--- src/rtl/irq_agg_pkg.sv ---
package irq_agg_pkg;
    localparam int DW       = 32;
    localparam int AW       = 3;
    localparam int NUM_INTX = 4;

    localparam logic [AW-1:0] A_STAT_A = 3'd0;
    localparam logic [AW-1:0] A_MASK_A = 3'd1;
    localparam logic [AW-1:0] A_STAT_B = 3'd2;
    localparam logic [AW-1:0] A_MASK_B = 3'd3;
    localparam logic [AW-1:0] A_STAT_T = 3'd4;
    localparam logic [AW-1:0] A_MASK_T = 3'd5;

    // bit positions decoded by software
    localparam int POS_A_ON   = 16;
    localparam int POS_A_OFF  = 20;
    localparam int POS_A_MSI  = 24;
    localparam int POS_A_PME  = 7;
    localparam int POS_B_ON   = 8;
    localparam int POS_B_PWR  = 4;
    localparam int POS_B_FLSH = 5;
    localparam int POS_T_CORE = 16;

    localparam logic [DW-1:0] VALID_A = 32'h07FF_FFFF;
    localparam logic [DW-1:0] VALID_B = 32'h0000_0FF0;
    localparam logic [DW-1:0] VALID_T = 32'h0001_0000;
    localparam logic [DW-1:0] SRC_T   = 32'h00FF_F0FB;
endpackage

--- src/rtl/irq_stat_cell.sv ---
module irq_stat_cell #(
    parameter int              W     = 32,
    parameter logic [W-1:0]    VALID = '1
) (
    input  logic         clk,
    input  logic         rst_n,
    input  logic [W-1:0] set_vec,
    input  logic         stat_we,
    input  logic         mask_we,
    input  logic [W-1:0] wdata,
    output logic [W-1:0] stat_q,
    output logic [W-1:0] mask_q,
    output logic         active
);
    logic [W-1:0] clr_vec;

    always_comb begin
        clr_vec = stat_we ? wdata : '0;
        active  = |(stat_q & ~mask_q & VALID);
    end

    // set has priority over a same-cycle clear
    always_ff @(posedge clk or negedge rst_n) begin
        if (!rst_n) begin
            stat_q <= '0;
            mask_q <= '1;
        end else begin
            stat_q <= ((stat_q & ~clr_vec) | set_vec) & VALID;
            if (mask_we)
                mask_q <= wdata;
        end
    end
endmodule

--- src/rtl/irq_agg_regmux.sv ---
module irq_agg_regmux
    import irq_agg_pkg::*;
(
    input  logic [AW-1:0] raddr,
    input  logic [DW-1:0] stat_a,
    input  logic [DW-1:0] mask_a,
    input  logic [DW-1:0] stat_b,
    input  logic [DW-1:0] mask_b,
    input  logic [DW-1:0] stat_t,
    input  logic [DW-1:0] mask_t,
    output logic [DW-1:0] rdata
);
    always_comb begin
        unique case (raddr)
            A_STAT_A: rdata = stat_a;
            A_MASK_A: rdata = mask_a;
            A_STAT_B: rdata = stat_b;
            A_MASK_B: rdata = mask_b;
            A_STAT_T: rdata = stat_t;
            A_MASK_T: rdata = mask_t;
            default:  rdata = '0;
        endcase
    end
endmodule

--- src/rtl/irq_aggregator.sv ---
module irq_aggregator
    import irq_agg_pkg::*;
(
    input  logic                clk,
    input  logic                rst_n,
    input  logic [NUM_INTX-1:0] ev_intx_on,
    input  logic [NUM_INTX-1:0] ev_intx_off,
    input  logic                ev_msi,
    input  logic                ev_pme,
    input  logic                ev_pwr,
    input  logic                ev_flush,
    input  logic                reg_we,
    input  logic [AW-1:0]       reg_waddr,
    input  logic [DW-1:0]       reg_wdata,
    input  logic [AW-1:0]       reg_raddr,
    output logic [DW-1:0]       reg_rdata,
    output logic                irq_out
);
    logic [DW-1:0] set_a, set_b, set_t;
    logic [DW-1:0] stat_a_q, mask_a_q, stat_b_q, mask_b_q, stat_t_q, mask_t_q;
    logic          act_a, act_b, act_lvl, act_t;
    logic          we_sa, we_ma, we_sb, we_mb, we_st, we_mt;

    always_comb begin
        we_sa = reg_we && (reg_waddr == A_STAT_A);
        we_ma = reg_we && (reg_waddr == A_MASK_A);
        we_sb = reg_we && (reg_waddr == A_STAT_B);
        we_mb = reg_we && (reg_waddr == A_MASK_B);
        we_st = reg_we && (reg_waddr == A_STAT_T);
        we_mt = reg_we && (reg_waddr == A_MASK_T);
    end

    always_comb begin
        set_a = '0;
        set_b = '0;
        for (int n = 0; n < NUM_INTX; n++) begin
            set_a[POS_A_ON + n]  = ev_intx_on[n];
            set_a[POS_A_OFF + n] = ev_intx_off[n];
            set_b[POS_B_ON + n]  = ev_intx_on[n];
        end
        set_a[POS_A_MSI]  = ev_msi;
        set_a[POS_A_PME]  = ev_pme;
        set_b[POS_B_PWR]  = ev_pwr;
        set_b[POS_B_FLSH] = ev_flush;
        act_lvl = act_a | act_b;
        set_t   = '0;
        set_t[POS_T_CORE] = act_lvl;
    end

    irq_stat_cell #(.W(DW), .VALID(VALID_A)) u_lvl_a (
        .clk(clk), .rst_n(rst_n), .set_vec(set_a), .stat_we(we_sa),
        .mask_we(we_ma), .wdata(reg_wdata), .stat_q(stat_a_q),
        .mask_q(mask_a_q), .active(act_a));

    irq_stat_cell #(.W(DW), .VALID(VALID_B)) u_lvl_b (
        .clk(clk), .rst_n(rst_n), .set_vec(set_b), .stat_we(we_sb),
        .mask_we(we_mb), .wdata(reg_wdata), .stat_q(stat_b_q),
        .mask_q(mask_b_q), .active(act_b));

    irq_stat_cell #(.W(DW), .VALID(VALID_T & SRC_T)) u_lvl_t (
        .clk(clk), .rst_n(rst_n), .set_vec(set_t), .stat_we(we_st),
        .mask_we(we_mt), .wdata(reg_wdata), .stat_q(stat_t_q),
        .mask_q(mask_t_q), .active(act_t));

    irq_agg_regmux u_mux (
        .raddr(reg_raddr), .stat_a(stat_a_q), .mask_a(mask_a_q),
        .stat_b(stat_b_q), .mask_b(mask_b_q), .stat_t(stat_t_q),
        .mask_t(mask_t_q), .rdata(reg_rdata));

    assign irq_out = act_t;
endmodule

--- config.mk ---
export PLATFORM = sky130hd
export DESIGN_NAME = irq_aggregator
export DESIGN_NICKNAME = d
export VERILOG_FILES = /design/src/rtl/irq_agg_pkg.sv /design/src/rtl/irq_stat_cell.sv /design/src/rtl/irq_agg_regmux.sv /design/src/rtl/irq_aggregator.sv
export SDC_FILE = /design/constraint.sdc
export NUM_CORES = 1
export LEC_CHECK = 0
export ABC_AREA = 1
export BUFFER_PORTS_ARGS = -buffer_cell sky130_fd_sc_hd__buf_2
export CAP_MARGIN = 10
export CORE_UTILIZATION = 51
export DETAILED_ROUTE_END_ITERATION = 10
export MAX_ROUTING_LAYER = met4
export PLACE_DENSITY = 0.72
export SYNTH_ARGS = -nofsm -noshare
export SYNTH_HDL_FRONTEND = slang
export SYNTH_SLANG_ARGS = --single-unit
--- constraint.sdc ---
create_clock -name clk -period 1.2 [get_ports clk]
set_input_delay 0.12 -clock clk [delete_from_list [all_inputs] [get_ports clk]]
set_output_delay 0.12 -clock clk [all_outputs]
set_load 0.01 [all_outputs]
==> flow_metrics.env <==
export IMPL_drive_gt1_share_pct=37.1
export IMPL_avgViaCountPerCell=5.44
export IMPL_drcViolationCount=0
export IMPL_total_power_mw=12.7
export IMPL_dieArea_um2=12800
export IMPL_static_leakage_power_nw=4.11
export IMPL_worst_slew_pin_slew_ps=343
export IMPL_use_met3_pct=7.66
export IMPL_vdd_drop_max_uv=1040
export IMPL_track_usage_pct=30.6
export IMPL_post_synth_main_area_contributors="dfstp_2 40%, dfrtp_1 14%, nand2_1 14%, o21ai_0 11%, inv_1 6.4%"
export IMPL_cp_data_required_time_ps=1080
export IMPL_finalSetupViolCount=34
export IMPL_cts_tree="yes"
export IMPL_hold_viol=0
export IMPL_drv_slew=0
export IMPL_rsz0062_at_grt="true"
export IMPL_setup_slack_ps=-332
export IMPL_synth_largest_area_cell="dfstp_2"
export IMPL_use_met1_pct=37.5
export IMPL_critPathArrivalTime_ps=1410
export IMPL_grt_antenna_before_repair=2
export IMPL_detail_route_wl_per_cell_um=16.2
export IMPL_port_buffers=85
export IMPL_grt_pass1_wl_um=28800
export IMPL_cap_violations=0
export IMPL_yosys_warnings=0
export IMPL_busiest_layer="met2"
export IMPL_post_place_ws_ps=-143
export IMPL_synth_avg_cell_area_um2=8.35
export IMPL_drt_iter0_markers=446
export IMPL_holdWs_ps=21.1
export IMPL_layout_min_cycle_time_ps=1530
export IMPL_nNetsFinal=973
export IMPL_grt_pass1_vias=5838
export IMPL_multi_input_area_um2=2340
export IMPL_critPathCaptureType="output port"
export IMPL_vias=5870
export IMPL_dp_cells=989
export IMPL_seq_area_frac_synth_pct=54.5
export IMPL_ioPinCount=86
export IMPL_crit_type="reg2out"
export IMPL_ys_ff_latch=132
export IMPL_wl_um=17500
export IMPL_post_route_period_util_pct=128
export IMPL_layoutNonFillerInstCount=1080
export IMPL_grt_start_max_net_pins=45
export IMPL_synthCells=752
export IMPL_slew_headroom_pct=77.2
export IMPL_die_w_um=113
export IMPL_cts_htree_levels=4
export IMPL_r2r_slack_ps=-100
export IMPL_dp_hpwl_um=11200
export IMPL_max_freq_mhz=653
export IMPL_initial_core_util_pct=52.2
export IMPL_power_density_nw_per_um2=1510
export IMPL_worstPathMaxFanout=2
export IMPL_setup_tns_ps=-7350
export IMPL_synth_cell_types=29
export IMPL_clockRootBuffer="clkbuf_16"
export IMPL_grt_overflow_total=0
export IMPL_cts_sinks=132
export IMPL_clkTransAtPathRegs_ps=50
export IMPL_violations="setup timing"
export IMPL_drt_first_pass_iters=6
export IMPL_clock_skew_ps=7.07
export IMPL_grt_use_met2_pct=48.4
export IMPL_routabilityCongestion=0.909
export IMPL_worst_setup_path_start_kind="flip-flop"
export IMPL_die_h_um=113
export IMPL_rows=40
export IMPL_numCtsBuffers=17
export IMPL_min_path_type="in2reg"
export IMPL_syn_nets=805
export IMPL_area_sequential_um2=3420
export IMPL_mappedNetlistArea_um2=6280
export IMPL_fillerInstances=918
export IMPL_areaGrowthSynthToFinish_pct=33.4
export IMPL_clk_latency_ps=420
export IMPL_cts_path_max_buffers=2
export IMPL_run_status="complete, but fails checks"
export IMPL_ant_nets=0
export IMPL_synth_top_cell_area_share_pct=40.2
export IMPL_core_um2=12000
-- registers in the layout, summed over array words and instances, names as in the netlist --
name	cells
u_lvl_a.mask_q	32
u_lvl_b.mask_q	32
u_lvl_t.mask_q	32
u_lvl_a.stat_q	27
u_lvl_b.stat_q	8
u_lvl_t.stat_q	1
-- cells in the mapped netlist, drive strengths merged --
master / n
inv: 112
nand2: 229
o21bai: 2
o21ai: 137
o2111ai: 15
dfrtp: 36
nand4: 13
nor2: 28
clkbuf: 15
dfstp: 96
nand3: 41
buf: 19
a21oi: 7
a22oi: 2
-- routing by layer --
| layer | up-vias | part of all wire, % |
|---|---|---|
| li1 | 2744 | - |
| met1 | 2869 | 42 |
| met2 | 221 | 49 |
| met3 | 36 | 6.2 |
| met4 | 0 | 2.5 |
| met5 | - | 0 |
-- path summary, 6_finish.rpt --
kind,startpoint,to,cells after the start
hold / removal,reg_wdata[25],u_lvl_t.mask_q[25],3
max in group asynchronous,rst_n,u_lvl_b.mask_q[15],3
hold reg to reg,u_lvl_t.mask_q[6],u_lvl_t.mask_q[6],2
setup reg to reg,u_lvl_b.mask_q[11],u_lvl_t.stat_q[16],8
setup / recovery,u_lvl_a.mask_q[0],reg_rdata[0],4
min in group asynchronous,rst_n,u_lvl_a.stat_q[3],2
-- cells by family after synthesis --
| group | after synthesis | share of synthesized area (%) |
|---|---|---|
| and+or+nand+nor | 311 | 20.7 |
| AOI/OAI and AO/OA | 163 | 15.1 |
| buffers and inverters | 146 | 9.75 |
| DFF | 132 | 54.5 |
-- area by class of cell --
cell class / count / share of cell area [%]
flip-flops and latches: 132 / 40.9
multi-input cells: 474 / 28.0
repair buffers: 183 / 17.6
clock buffers: 21 / 5.50
inverters: 112 / 5.05
well taps: 147 / 2.20
clock inverters: 9 / 0.703
diodes: 2 / 0.0598
-- metrics by stage --
stage / util [%] / area [um2]
global route: 69.7 / 8370
finish: 69.7 / 8370
floorplan: - / 6280
global placement: 59.8 / 7180
detailed placement: 59.8 / 7180
CTS: 69.3 / 8320
-- critical path: stages (launching register included) --
cell	delay, ps
dfstp_2	530
inv_2	40
buf_6	100
o2111ai_2	170
buf_2	160
-- cells in the final DEF (no fill, tap or decap), drive strengths merged, types with 21 or more instances in the layout --
cell type    synthesis  final
inv                112    112
o21ai              137    137
nand2              229    229
nand3               41     41
dfrtp               36     36
nor2                28     28
clkbuf              15     21
dlygate4sd3          0     38
buf                 19    145
dfstp               96     96
-- power by group --
| part | internal [mW] | total [mW] | switching, mW |
|---|---|---|---|
| clock | 2.70 | 4.60 | 1.89 |
| combinational | 0.988 | 2.15 | 1.16 |
| sequential | 5.52 | 5.91 | 0.394 |
| total | 9.21 | 12.7 | 3.45 |
-- timing repair --
item                                    CTS  global route
endpoints found under the setup margin   34            34
gates resized for setup                  56            11
hold buffers                             38             0
endpoints found under the hold margin   129             0
setup buffers                            20             2
pin swaps                                40            14
Power figures use the tool's default switching activity.
